## config.mk

```make
export PLATFORM = sky130hd
export DESIGN_NAME = raster_write_list
export DESIGN_NICKNAME = d
export VERILOG_FILES = /design/src/rtl/rwl_pkg.sv /design/src/rtl/rwl_fifo.sv /design/src/rtl/rwl_fetch.sv /design/src/rtl/rwl_sched.sv /design/src/rtl/raster_write_list.sv
export SDC_FILE = /design/constraint.sdc
export NUM_CORES = 1
export LEC_CHECK = 0
export BUFFER_PORTS_ARGS = -buffer_cell sky130_fd_sc_hd__buf_4
export CAP_MARGIN = 20
export CORE_MARGIN = 5
export CORE_UTILIZATION = 40
export CTS_BUF_LIST = sky130_fd_sc_hd__clkbuf_16
export CTS_CLUSTER_DIAMETER = 50
export DETAILED_ROUTE_END_ITERATION = 10
export GPL_TIMING_DRIVEN = 0
export HOLD_SLACK_MARGIN = 0.15
export PLACE_DENSITY = 0.55
export SKIP_LAST_GASP = 1
export SLEW_MARGIN = 20
export SYNTH_ARGS = -nofsm -noshare
export SYNTH_HDL_FRONTEND = slang
export SYNTH_SLANG_ARGS = --single-unit
```

## constraint.sdc

```tcl
create_clock -name clk -period 3.9 [get_ports clk]
set_input_delay 0.39 -clock clk [delete_from_list [all_inputs] [get_ports clk]]
set_output_delay 0.39 -clock clk [all_outputs]
set_load 0.01 [all_outputs]
```

## src/rtl/rwl_pkg.sv

```systemverilog
// Shared definitions for the register write list engine.
// Assumes list entries are stored as bytes in memory.
package rwl_pkg;

    // Entry layout selected at frame start
    typedef enum logic [1:0] {
        FMT_FULL  = 2'd0,   // register, delay, value
        FMT_FIXED = 2'd1,   // delay, value; target from fixed_reg
        FMT_QUAD  = 2'd2,   // {sel, delay6}, value; target fixed_reg+sel
        FMT_ALT   = 2'd3    // treated like FMT_FIXED
    } fmt_e;

    localparam logic [7:0] END_REG = 8'hFF;

endpackage

```

## src/rtl/rwl_fifo.sv

```systemverilog
// Small prefetch queue of decoded list entries.
// Assumes the writer never pushes into a full queue; clear wins over push/pop.
module rwl_fifo #(
    parameter int W     = 32,
    parameter int DEPTH = 2,
    localparam int NW   = $clog2(DEPTH + 1)
) (
    input  logic          clk,
    input  logic          rst_n,
    input  logic          clear,
    input  logic          push,
    input  logic [W-1:0]  din,
    input  logic          pop,
    output logic [W-1:0]  dout,
    output logic          valid,
    output logic [NW-1:0] count
);
    localparam int IW = (DEPTH > 1) ? $clog2(DEPTH) : 1;

    logic [W-1:0]  slot_q [DEPTH];
    logic [IW-1:0] wr_q, rd_q;
    logic [NW-1:0] cnt_q;

    // One write-enabled register per slot
    for (genvar s = 0; s < DEPTH; s++) begin : g_slot
        always_ff @(posedge clk) begin
            if (push && wr_q == IW'(s))
                slot_q[s] <= din;
        end
    end

    // Pointer and occupancy bookkeeping
    always_ff @(posedge clk) begin
        if (!rst_n || clear) begin
            wr_q  <= '0;
            rd_q  <= '0;
            cnt_q <= '0;
        end else begin
            if (push)
                wr_q <= (wr_q == IW'(DEPTH - 1)) ? '0 : wr_q + 1'b1;
            if (pop)
                rd_q <= (rd_q == IW'(DEPTH - 1)) ? '0 : rd_q + 1'b1;
            if (push && !pop)
                cnt_q <= cnt_q + 1'b1;
            else if (pop && !push)
                cnt_q <= cnt_q - 1'b1;
        end
    end

    assign dout  = slot_q[rd_q];
    assign valid = (cnt_q != '0);
    assign count = cnt_q;

endmodule

```

## src/rtl/rwl_fetch.sv

```systemverilog
// List fetcher: streams entry bytes, decodes them in the selected layout,
// chains planned positions and pushes finished entries into the queue.
// Assumes read data returns exactly one cycle after mem_rd.
module rwl_fetch
    import rwl_pkg::*;
#(
    parameter int AW    = 16,
    parameter int CW    = 16,
    parameter int DEPTH = 2,
    localparam int NW   = $clog2(DEPTH + 1)
) (
    input  logic          clk,
    input  logic          rst_n,
    input  logic          frame_start,
    input  logic [AW-1:0] list_base,
    input  logic [1:0]    list_fmt,
    input  logic [7:0]    fixed_reg,
    input  logic          bus_free,
    input  logic [NW-1:0] fifo_cnt,
    output logic          mem_rd,
    output logic [AW-1:0] mem_addr,
    input  logic [7:0]    mem_rdata,
    output logic          push,
    output logic [7:0]    push_reg,
    output logic [7:0]    push_val,
    output logic [CW-1:0] push_tgt,
    output logic          active
);
    fmt_e          fmt_q;
    logic [7:0]    base_reg_q;
    logic [AW-1:0] ptr_q;
    logic [1:0]    tx_q, rx_q, last_idx;
    logic          open_q, pend_q, done_q;
    logic [7:0]    b0_q, b1_q;
    logic [CW-1:0] tail_q;

    logic       rx, last_rx, is_end, end_now, room, issue;
    logic [7:0] delta;

    assign last_idx = (fmt_q == FMT_FULL) ? 2'd2 : 2'd1;

    // Decode the entry completing this cycle from held bytes plus incoming byte
    always_comb begin
        rx      = pend_q && !done_q;
        last_rx = rx && (rx_q == last_idx);
        case (fmt_q)
            FMT_FULL: begin
                push_reg = b0_q;
                delta    = b1_q;
            end
            FMT_QUAD: begin
                push_reg = base_reg_q + {6'd0, b0_q[7:6]};
                delta    = {2'b00, b0_q[5:0]};
            end
            default: begin
                push_reg = base_reg_q;
                delta    = b0_q;
            end
        endcase
        push_val = mem_rdata;
        is_end   = (delta == 8'd0) && (fmt_q != FMT_FULL || b0_q == END_REG);
        push     = last_rx && !is_end;
        end_now  = last_rx && is_end;
        push_tgt = tail_q + CW'(delta);
    end

    // Read issue: a new entry starts only with a free queue slot reserved
    always_comb begin
        room  = (int'(fifo_cnt) + int'(push)) < DEPTH;
        issue = bus_free && !frame_start && !done_q && !end_now &&
                (tx_q != 2'd0 || ((!open_q || last_rx) && room));
    end

    // Frame reload and byte stream progress
    always_ff @(posedge clk) begin
        if (!rst_n) begin
            fmt_q      <= FMT_FULL;
            base_reg_q <= '0;
            ptr_q      <= '0;
            tx_q       <= '0;
            rx_q       <= '0;
            open_q     <= 1'b0;
            pend_q     <= 1'b0;
            done_q     <= 1'b1;
            tail_q     <= '0;
        end else if (frame_start) begin
            fmt_q      <= fmt_e'(list_fmt);
            base_reg_q <= fixed_reg;
            ptr_q      <= list_base;
            tx_q       <= '0;
            rx_q       <= '0;
            open_q     <= 1'b0;
            pend_q     <= 1'b0;
            done_q     <= 1'b0;
            tail_q     <= '0;
        end else begin
            pend_q <= issue;
            if (issue) begin
                ptr_q <= ptr_q + 1'b1;
                tx_q  <= (tx_q == last_idx) ? 2'd0 : tx_q + 2'd1;
            end
            if (rx)
                rx_q <= (rx_q == last_idx) ? 2'd0 : rx_q + 2'd1;
            if (issue && tx_q == 2'd0)
                open_q <= 1'b1;
            else if (last_rx)
                open_q <= 1'b0;
            if (push)
                tail_q <= push_tgt;
            if (end_now)
                done_q <= 1'b1;
        end
    end

    // Capture the leading bytes of the entry being assembled
    always_ff @(posedge clk) begin
        if (!rst_n) begin
            b0_q <= '0;
            b1_q <= '0;
        end else if (rx) begin
            if (rx_q == 2'd0) b0_q <= mem_rdata;
            if (rx_q == 2'd1) b1_q <= mem_rdata;
        end
    end

    assign mem_rd   = issue;
    assign mem_addr = ptr_q;
    assign active   = !done_q;

endmodule

```

## src/rtl/rwl_sched.sv

```systemverilog
// Write scheduler: keeps the line position, releases the queue head when due
// and merges list writes with processor writes (processor first).
// Assumes the head entry's planned position is already absolute.
module rwl_sched #(
    parameter int CW = 16
) (
    input  logic          clk,
    input  logic          rst_n,
    input  logic          frame_start,
    input  logic          bus_free,
    input  logic          cpu_wr,
    input  logic [7:0]    cpu_addr,
    input  logic [7:0]    cpu_wdata,
    input  logic          head_valid,
    input  logic [7:0]    head_reg,
    input  logic [7:0]    head_val,
    input  logic [CW-1:0] head_tgt,
    output logic          pop,
    output logic          reg_wr,
    output logic [7:0]    reg_addr,
    output logic [7:0]    reg_wdata,
    output logic          late_wr
);
    logic [CW-1:0] pos_q;
    logic          fire;

    // Position counter, zero in the cycle after frame start, saturating
    always_ff @(posedge clk) begin
        if (!rst_n || frame_start)
            pos_q <= '0;
        else if (pos_q != '1)
            pos_q <= pos_q + 1'b1;
    end

    // Release decision and bus merge
    always_comb begin
        fire    = head_valid && !frame_start && bus_free && !cpu_wr &&
                  (pos_q >= head_tgt);
        pop     = fire;
        reg_wr  = cpu_wr || fire;
        reg_addr  = cpu_wr ? cpu_addr  : head_reg;
        reg_wdata = cpu_wr ? cpu_wdata : head_val;
        late_wr = fire && (pos_q != head_tgt);
    end

endmodule

```

## src/rtl/raster_write_list.sv

```systemverilog
// Top of the register write list engine: fetcher, prefetch queue, scheduler.
// Assumes one-cycle memory latency and a single shared register bus.
module raster_write_list #(
    parameter int AW    = 16,
    parameter int CW    = 16,
    parameter int DEPTH = 2
) (
    input  logic          clk,
    input  logic          rst_n,
    input  logic          frame_start,
    input  logic [AW-1:0] list_base,
    input  logic [1:0]    list_fmt,
    input  logic [7:0]    fixed_reg,
    input  logic          bus_free,
    output logic          mem_rd,
    output logic [AW-1:0] mem_addr,
    input  logic [7:0]    mem_rdata,
    input  logic          cpu_wr,
    input  logic [7:0]    cpu_addr,
    input  logic [7:0]    cpu_wdata,
    output logic          reg_wr,
    output logic [7:0]    reg_addr,
    output logic [7:0]    reg_wdata,
    output logic          late_wr,
    output logic          list_busy
);
    localparam int NW = $clog2(DEPTH + 1);
    localparam int EW = 16 + CW;

    logic          q_push, q_pop, q_valid, f_active;
    logic [NW-1:0] q_cnt;
    logic [7:0]    p_reg, p_val;
    logic [CW-1:0] p_tgt;
    logic [EW-1:0] q_out;

    rwl_fetch #(.AW(AW), .CW(CW), .DEPTH(DEPTH)) u_fetch (
        .clk(clk), .rst_n(rst_n), .frame_start(frame_start),
        .list_base(list_base), .list_fmt(list_fmt), .fixed_reg(fixed_reg),
        .bus_free(bus_free), .fifo_cnt(q_cnt),
        .mem_rd(mem_rd), .mem_addr(mem_addr), .mem_rdata(mem_rdata),
        .push(q_push), .push_reg(p_reg), .push_val(p_val), .push_tgt(p_tgt),
        .active(f_active)
    );

    rwl_fifo #(.W(EW), .DEPTH(DEPTH)) u_fifo (
        .clk(clk), .rst_n(rst_n), .clear(frame_start),
        .push(q_push), .din({p_reg, p_val, p_tgt}),
        .pop(q_pop), .dout(q_out), .valid(q_valid), .count(q_cnt)
    );

    rwl_sched #(.CW(CW)) u_sched (
        .clk(clk), .rst_n(rst_n), .frame_start(frame_start),
        .bus_free(bus_free), .cpu_wr(cpu_wr), .cpu_addr(cpu_addr),
        .cpu_wdata(cpu_wdata), .head_valid(q_valid),
        .head_reg(q_out[EW-1 -: 8]), .head_val(q_out[CW+7 -: 8]),
        .head_tgt(q_out[CW-1:0]), .pop(q_pop),
        .reg_wr(reg_wr), .reg_addr(reg_addr), .reg_wdata(reg_wdata),
        .late_wr(late_wr)
    );

    assign list_busy = f_active || q_valid;

endmodule

```

======== Word-level counts from Yosys, hierarchy flattened ========
Memories as Yosys holds them, arrays and structs flattened. A register that Yosys moved wholly into a read port is not among the register bits.
Index checks and enable logic that the tools add are counted.
word-level totals
  register bits ........................... 85
  bits in writable memories ............... 64
  output and inout bits ................... 36
  memories ................................ 1
operators by class
  add/sub/neg operators ................... 11
  order comparisons ....................... 2
  equality and inequality tests ........... 7
  multiplexer cells ....................... 26
  bitwise logic cells ..................... 2
  reduce and logical (&&, ||, !) cells .... 50
memory list
  memory         depth  bits a word  rd ports  clocked after Yosys merged registers in  wr ports  RTL line        RTL
  u_fifo.slot_q  2      32           1         1                                        1         rwl_fifo.sv:20  logic [W-1:0] slot_q [DEPTH];
operators by type and width
  kind                     number
  $add A16 B1 Y16 const B  2
  $lt A32 B3 Y1 const B    1
  $mux W16                 2
  $mux W32                 1
  $pmux W8 S2              2
  $reduce_or A32 Y1        1
  $logic_and A1 B1 Y1      20
  $add A16 B8 Y16          1
  $ge A16 B16 Y1           1
  $mux W8                  2
  $ne A16 B16 Y1           1
  $ne A16 B16 Y1 const B   1
  $mux W1                  14
  $reduce_bool A2 Y1       7
  $mux W2                  5
  $logic_not A1 Y1         9
  $add A8 B2 Y8            1
  $eq A8 B8 Y1 const B     1
  $logic_not A8 Y1         1
  $add A2 B1 Y2 const B    3
  $logic_not A2 Y1         3
  $logic_or A1 B1 Y1       6
  $eq A2 B2 Y1             2
  $reduce_and A2 Y1        2
  7 further kinds          9

======== Depth between registers and ports, before layout ========
Gate-level depths: netlist of the first run.
  depth after elaboration ................. 13
  gate-level depth with buffers ........... 16
  mapped depth without buffers ............ 12

======== Cells and area by module ========
From an unflattened synthesis of the first run, not the netlist that was laid out.
unflattened totals
  cells, all modules ...................... 790
  area total of the unflattened synthesis .. 8,032.7 µm²
modules (own cells, without submodules)
  module             instances  cells each  area an instance (µm²)
  rwl_fetch          1          498         4,097.7
  rwl_fifo           1          122         2,528.7
  rwl_sched          1          169         1,400.1
  raster_write_list  1          1           6.3

======== Worst setup path before layout of the first run ========
No wires, ideal clock.
  path kind ............................... register -> register
  start point ............................. register (tool-made name)
  end point ............................... register u_fifo.cnt_q[1] (netlist: u_fifo.count[1])
  library setup time ...................... 0.070 ns
  arrival time ............................ 3.269 ns
  data required time ...................... 3.830 ns
  slack ................................... 0.561 ns
  stages on the path, launching flop included .. 12
  buffers on the path ..................... 2
  clock period less this slack ............ 3.339 ns
  cells stage by stage .................... dfxtp_1 clkbuf_1 clkbuf_1 mux2i_1 ha_1 nand4_1 nor4_1 a2111oi_0 a2111o_1 ha_1 or3_1 a21oi_1
RTL lines
  what                  RTL line        RTL
  end signal, assigned  rwl_fifo.sv:44  cnt_q <= cnt_q + 1'b1;
  end signal, assigned  rwl_fifo.sv:46  cnt_q <= cnt_q - 1'b1;
  end, declared         rwl_fifo.sv:22  logic [NW-1:0] cnt_q;

==> impl_metrics.tcl, run 1 <==
set metrics [dict create \
    synthMuxAreaShare_pct 6.26 \
    routed_via_density 5.45 \
    cts_hold_buf 0 \
    ys_seq_area_share_pct 47.2 \
    dp_worst_setup_slack_ns -0.390 \
    synth.net_count 883 \
    relSlewSlack_pct 48.6 \
    synth_area_per_cell_um2 9.71 \
    cp_max_fo 10 \
    combPwrFrac_pct 7.3 \
    clk_pin_slew_ns 0.06 \
    initial_core_util_pct 41.0 \
    num_vias 6423 \
    htreeDepth 4 \
    worstSetupPathType "reg -> out" \
    ys.flop_type "dfxtp_1" \
    layout-drive-gt1-share_pct 17.1 \
    wl_per_cell_um 17.1 \
    setup_ws_ns 0.193 \
    globalplace.congestion 0.816 \
    start_kind "flip-flop" \
    max-clock-path-buffers 2 \
    fin_cells 1179 \
    drc 0 \
    placed_cells 1146 \
    fmax_mhz 270 \
    clockPowerShare_pct 46.3 \
    nets 995 \
    synth_fa_ha_area_share_pct 5.71 \
    insertion_delay_ns 0.43 \
    power.share.switching_pct 23.3 \
    power_mw 3.63 \
    yosysWarnings 0 \
    final-setup-viol-count 0 \
    r2r-end "u_fifo.count[1]" \
    globalRouteOverflowTotal 0 \
    die_w_um 149 \
    p_leak_nw 3.55 \
    root_buffer "clkbuf_16" \
    routed_wl_mm 20.1 \
    slowest_stage "a2111o_1" \
    rsz0062_at_grt "no" \
    grt_antenna_before_repair 0 \
    status "complete, no violations" \
    first_pass_iters 5 \
    rows 50 \
    power.switching_uw 844 \
    setup.worst_path.end_class "primary output" \
    tns_ns 0 \
    synth_seq_cells 150 \
    diodes 0 \
    max_stage_delay_ns 0.44 \
    ir_drop_v 0.000285 \
    critPathTopFamily "buffers and inverters" \
    reg2reg_slack_ns 0.19 \
    cts_tree "built" \
    synth_cell_types 66 \
    p_per_area_nw_per_um2 386 \
    antenna_left 0 \
    hold_viol 0 \
    numCtsBuffers 17 \
    fin_crit_sh_pct 95.1 \
    grt_pass1_wl_mm 32.7 \
    fin_worst_skew_ns 0.0102 \
    ys_async_sr_fraction_pct 0 \
    port_buffers 90 \
    fin_util_pct 49.9 \
    synth.cell_area_um2 7710 \
    syn_inst 794 \
    tightest_slew_ns 0.771 \
    chipHeight_um 149 \
    die-area_um2 22200 \
    worstPathRequired_ns 3.51 \
    hp-class "in -> reg" \
    worst_ep_arrival_time_ns 3.32 \
    synth_top_family_by_area "simple AND/OR/NAND/NOR gates" \
    core-area_um2 18800 \
    synth-xor-area-share_pct 2.73 \
    maxSlewViolCount 0 \
    synth_compound_area_share_pct 15.2 \
    timing.max_cap.violations 0 \
    path_buf_inv 3 \
    cp.depth 10 \
    crit_chain "clkbuf_1, buf_2, mux2i_1, ha_1, nand4_1, nor4_2, a2111oi_1, a2111o_1, nor2_1, buf_4" \
    dp_hpwl_mm 15.2 \
    crit_end "late_wr" \
    grt_max_degree 31 \
    pwr-share-seq_pct 46.4 \
    ios 91 \
    synth_edf_count 64 \
    first_iter_violations 326 \
    r2r_cells 12 \
    grtUsageTotal_pct 18.4 \
    grt_pass1_vias 6375 \
    syn_to_final_growth_pct 21.8 \
    synth-simple-area-share_pct 19.6 \
    internal_power_mw 2.78 \
    finalCriticalPeriod_ns 3.71 \
    clock_sinks 150 \
]
==> worst min path at each step <==
stage	startpoint	end	slack, ns	cells after the start
CTS	mem_rdata[0]	u_fifo.slot_q[1][16]	0.16	1
finish	mem_rdata[0]	u_fifo.slot_q[1][16]	0.18	1
global placement	u_fetch.tail_q[6]	u_fetch.tail_q[6]	0.45	2
floorplan	u_fetch.tail_q[2]	u_fetch.tail_q[2]	0.44	2
global route	mem_rdata[2]	u_fifo.slot_q[1][18]	0.16	1
detailed placement	u_fetch.tail_q[5]	u_fetch.tail_q[5]	0.45	2
==> cells in the final DEF (no fill, tap or decap), types with 4 or more instances in the layout <==
cell and instances:
a211oi_1 9, a21o_1 8, a21oi_1 59, a311oi_1 6, a31oi_1 9, a41o_1 4
and3_1 12, and4_1 8, buf_2 6, buf_4 93, clkbuf_1 29, clkbuf_16 17
clkinvlp_4 4, dfxtp_1 86, edfxtp_1 64, ha_1 32, inv_1 17, inv_6 4
mux2i_1 46, nand2_1 106, nand2b_1 7, nand3_1 44, nand4_1 12, nor2_1 54
nor2b_1 6, nor3_1 15, nor3_2 4, nor4_1 5, o21ai_0 39, o22a_1 9
o31ai_1 6, or3_1 9, xnor2_1 13, xor2_1 11
==> flip-flops by register name, summed over array words and instances, names as in the netlist, 8 cells and up, named ones only <==
register and count:
u_fetch.base_reg_q 8, u_fetch.tail_q 16, u_sched.pos_q 16, u_fetch.mem_addr 16, u_fetch.b1_q 8, u_fifo.slot_q 64
u_fetch.b0_q 8
==> power by group through the flow <==
| stage | logic (mW) | clock network (mW) | registers [mW] |
|---|---|---|---|
| 6_report | 0.265 | 1.68 | 1.68 |
| 5_1_grt | 0.291 | 1.78 | 1.68 |
| 4_1_cts | 0.266 | 1.71 | 1.68 |
| 3_5_place_dp | 0.265 | 0 | 1.71 |
| 2_1_floorplan | 0.130 | 0 | 1.71 |
| 3_3_place_gp | 0.259 | 0 | 1.71 |
==> layer usage <==
layer / vias up / track usage (%) / routed length, um
li1: 3146 / - / -
met1: 3094 / 24.8 / 9500
met2: 168 / 29.7 / 9330
met3: 15 / 4.56 / 1040
met4: 0 / 5.08 / 241
met5: - / 0 / 0
==> kinds of logic after synthesis <==
| logic type | count (synthesis) |
|---|---|
| xor gates and xnor gates | 24 |
| muxes | 48 |
| AOI/OAI and AO/OA | 176 |
| and+or+nand+nor | 303 |
| DFF | 150 |
| adders and majority gates | 34 |
| buffers and inverters | 59 |
==> cell type report <==
| cell class | count | area (um^2) |
|---|---|---|
| Fill cell | 1746 | 9440 |
| Multi-Input combinational cell | 585 | 3830 |
| Sequential cell | 150 | 3640 |
| Timing Repair Buffer | 93 | 723 |
| Clock buffer | 17 | 425 |
| Tap cell | 260 | 325 |
| Buffer | 42 | 198 |
| Clock inverter | 15 | 176 |
| Inverter | 17 | 63.8 |
==> metrics by stage <==
stage / cell area, um^2 / hold WS [ns]
detailed placement: 8760 / 0.453
CTS: 9390 / 0.162
finish: 9390 / 0.184
floorplan: 7710 / 0.440
global route: 9390 / 0.160
global placement: 8710 / 0.446
==> cells in the mapped netlist (all sizes together), types with 7 or more instances <==
| library cell | instances | area [um^2] |
|---|---|---|
| a211oi | 12 | 113 |
| a21o | 8 | 60.1 |
| a21oi | 59 | 295 |
| a311oi | 7 | 78.8 |
| a31oi | 9 | 56.3 |
| and3 | 12 | 75.1 |
| and4 | 8 | 70.1 |
| buf | 12 | 73.8 |
| clkbuf | 30 | 113 |
| dfxtp | 86 | 1720 |
| edfxtp | 64 | 1920 |
| ha | 32 | 400 |
| inv | 17 | 63.8 |
| mux2i | 46 | 460 |
| nand2 | 106 | 398 |
| nand2b | 7 | 43.8 |
| nand3 | 44 | 220 |
| nand4 | 12 | 75.1 |
| nor2 | 55 | 206 |
| nor3 | 19 | 115 |
| o21ai | 40 | 204 |
| o22a | 9 | 78.8 |
| or3 | 9 | 56.3 |
| xnor2 | 13 | 114 |
| xor2 | 11 | 96.3 |
==> timing repair <==
action | in CTS | in global routing
gates resized for setup | 5 | 1
buffers inserted | 1 | 0
endpoints found under the setup margin | 4 | 3
pin swaps | 1 | 0
==> worst register-to-register path, delay by kind of cell (launching register included) <==
family          cells  cell delay [ns]
flops               1             0.38
fa+ha+maj           2             0.67
buf+inv             3             0.85
compound gates      3             0.70
simple gates        3             0.88
mux                 1             0.16
Note: power is estimated with default switching activity, not from simulation.
==> run 2: changes to the inputs <==
CORE_ASPECT_RATIO = 0.8   (was unset)
==> run 2 against run 1 <==
Worst hold slack got worse by 0.0087 ns. Clock skew fell by 0.00058 ns. Sequential share of layout area rose by 0.067 points. First-iteration DRC count rose by 43%. Power fell by 1.7%. Global-route usage rose by 0.094 points. Via count rose by 1.7%. Final area fell by 0.17%. Flip-flop and latch count did not move. Largest power group unchanged. Combinational power barely moved. Clock power fell by 4%.
==> impl_metrics.tcl, run 2 (synthesis gave the netlist of run 1 again) <==
set metrics [dict create \
    max-clock-path-buffers 2 \
    die-area_um2 22200 \
    first_pass_iters 5 \
    initial_core_util_pct 40.6 \
    layout-drive-gt1-share_pct 17.5 \
    path_buf_inv 3 \
    grt_pass1_vias 6325 \
    crit_chain "clkbuf_1, clkbuf_4, mux2i_1, ha_1, nand4_1, nor4_2, a2111oi_2, a2111o_1, buf_4, ha_1, or3_1, a21oi_1" \
    relSlewSlack_pct 50.3 \
    first_iter_violations 465 \
    fin_worst_skew_ns 0.00961 \
    core-area_um2 19000 \
    routed_wl_mm 20.3 \
    grtUsageTotal_pct 18.5 \
    clock_sinks 150 \
    met1_usage_pct 27.2 \
    port_buffers 90 \
    cts_hold_buf 0 \
    ios 91 \
    globalRouteOverflowTotal 0 \
    slowest_stage "a2111o_1" \
    grt_max_degree 26 \
    root_buffer "clkbuf_16" \
    placed_cells 1144 \
    fin_cells 1177 \
    grt_antenna_before_repair 0 \
    ir_drop_v 0.000274 \
    num_vias 6532 \
    cp_max_fo 10 \
    power_mw 3.56 \
    worstSetupPathType "reg -> reg" \
    final-setup-viol-count 0 \
    dp_hpwl_mm 15.4 \
    whs_ns 0.176 \
    grtUsageMet2_pct 26.9 \
    fmax_mhz 271 \
    drc 0 \
    rows 45 \
    chipHeight_um 134 \
    numCtsBuffers 17 \
    critPathTopFamily "simple AND/OR/NAND/NOR gates" \
    status "complete, no violations" \
    finalCriticalPeriod_ns 3.69 \
    rsz0062_at_grt "no" \
    use_met3_pct 4.21 \
    clk_pin_slew_ns 0.07 \
    p_per_area_nw_per_um2 380 \
    cts_tree "built" \
    regMostFlops "u_fifo.slot_q" \
    routed_via_density 5.55 \
    insertion_delay_ns 0.42 \
    start_kind "flip-flop" \
    wl_per_cell_um 17.3 \
    antenna_left 0 \
    fin_crit_sh_pct 94.7 \
    worst_ep_arrival_time_ns 4.04 \
    setup.worst_path.end_class "flip-flop" \
    worstPathRequired_ns 4.25 \
    p_leak_nw 3.55 \
    timing.max_cap.violations 0 \
    final_cell_mix "106 x nand2_1, 94 x buf_4, 86 x dfxtp_1" \
    largest_reg_flops 64 \
    die_w_um 165 \
    syn_to_final_growth_pct 21.5 \
    maxSlewViolCount 0 \
    globalplace.congestion 0.869 \
    busiest_layer "met1" \
    hp-class "in -> reg" \
    max_stage_delay_ns 0.43 \
    nets 995 \
    tns_ns 0 \
    final_common_cell "nand2_1" \
    tightest_slew_ns 0.745 \
    diodes 0 \
    htreeDepth 4 \
    cpMostUsedCell "ha_1" \
    hold_viol 0 \
    grt_pass1_wl_mm 32.4 \
]
run 2: cell count changes in the layout (fill, tap and decap cells not counted), moves of 2 or more:
cell,delta
bufinv_16,-2
clkinv_4,+4
clkinvlp_4,-3
inv_8,+3
run 2: layout make-up:
class	count	area, um^2
plain buffers	42	194
clock inverters	15	159
fillers	1778	9600
clock buffers	17	425
inverters	17	63.8
multi-input cells	585	3840
repair buffers	93	723
flip-flops and latches	150	3640
well taps	258	323
run 2: worst paths after layout:
kind | startpoint | end | depth (start not counted) | slack (ns)
max | flip-flop | u_fifo.count[1] | 12 | 0.21
min | mem_rdata[1] | u_fifo.slot_q[0][17] | 1 | 0.18
max reg2reg | flip-flop | u_fifo.count[1] | 12 | 0.21
min reg2reg | u_fetch.tail_q[4] | u_fetch.tail_q[4] | 2 | 0.46
run 2: where the power goes:
group,internal (mW),leakage (nW),switching [mW],total (mW)
clock network,0.905,0.285,0.715,1.62
logic,0.121,1.97,0.141,0.262
registers,1.65,1.29,0.0291,1.68
total,2.68,3.55,0.885,3.56
run 2: routing by layer:
layer / wire, um / vias up / part of all wire (%)
li1: - / 3151 / -
met5: 0 / - / 0
met1: 9970 / 3118 / 49
met3: 1360 / 27 / 6.7
met4: 410 / 0 / 2.0
met2: 8600 / 236 / 42
run 2: what timing repair did:
action,4_1_cts,5_1_grt
endpoints found under the setup margin,4,4
pin swaps,1,0
gates resized for setup,5,3
buffers inserted,1,0
run 2: per-stage QoR:
stage | setup WS, ns | cell area [um^2] | util [%]
after global routing | 0.00894 | 9370 | 49.4
after CTS | 0.0677 | 9360 | 49.3
final | 0.207 | 9370 | 49.4
after detailed placement | -0.399 | 8760 | 46.2
after floorplan | 0.561 | 7710 | -
after global placement | -0.428 | 8710 | 45.9
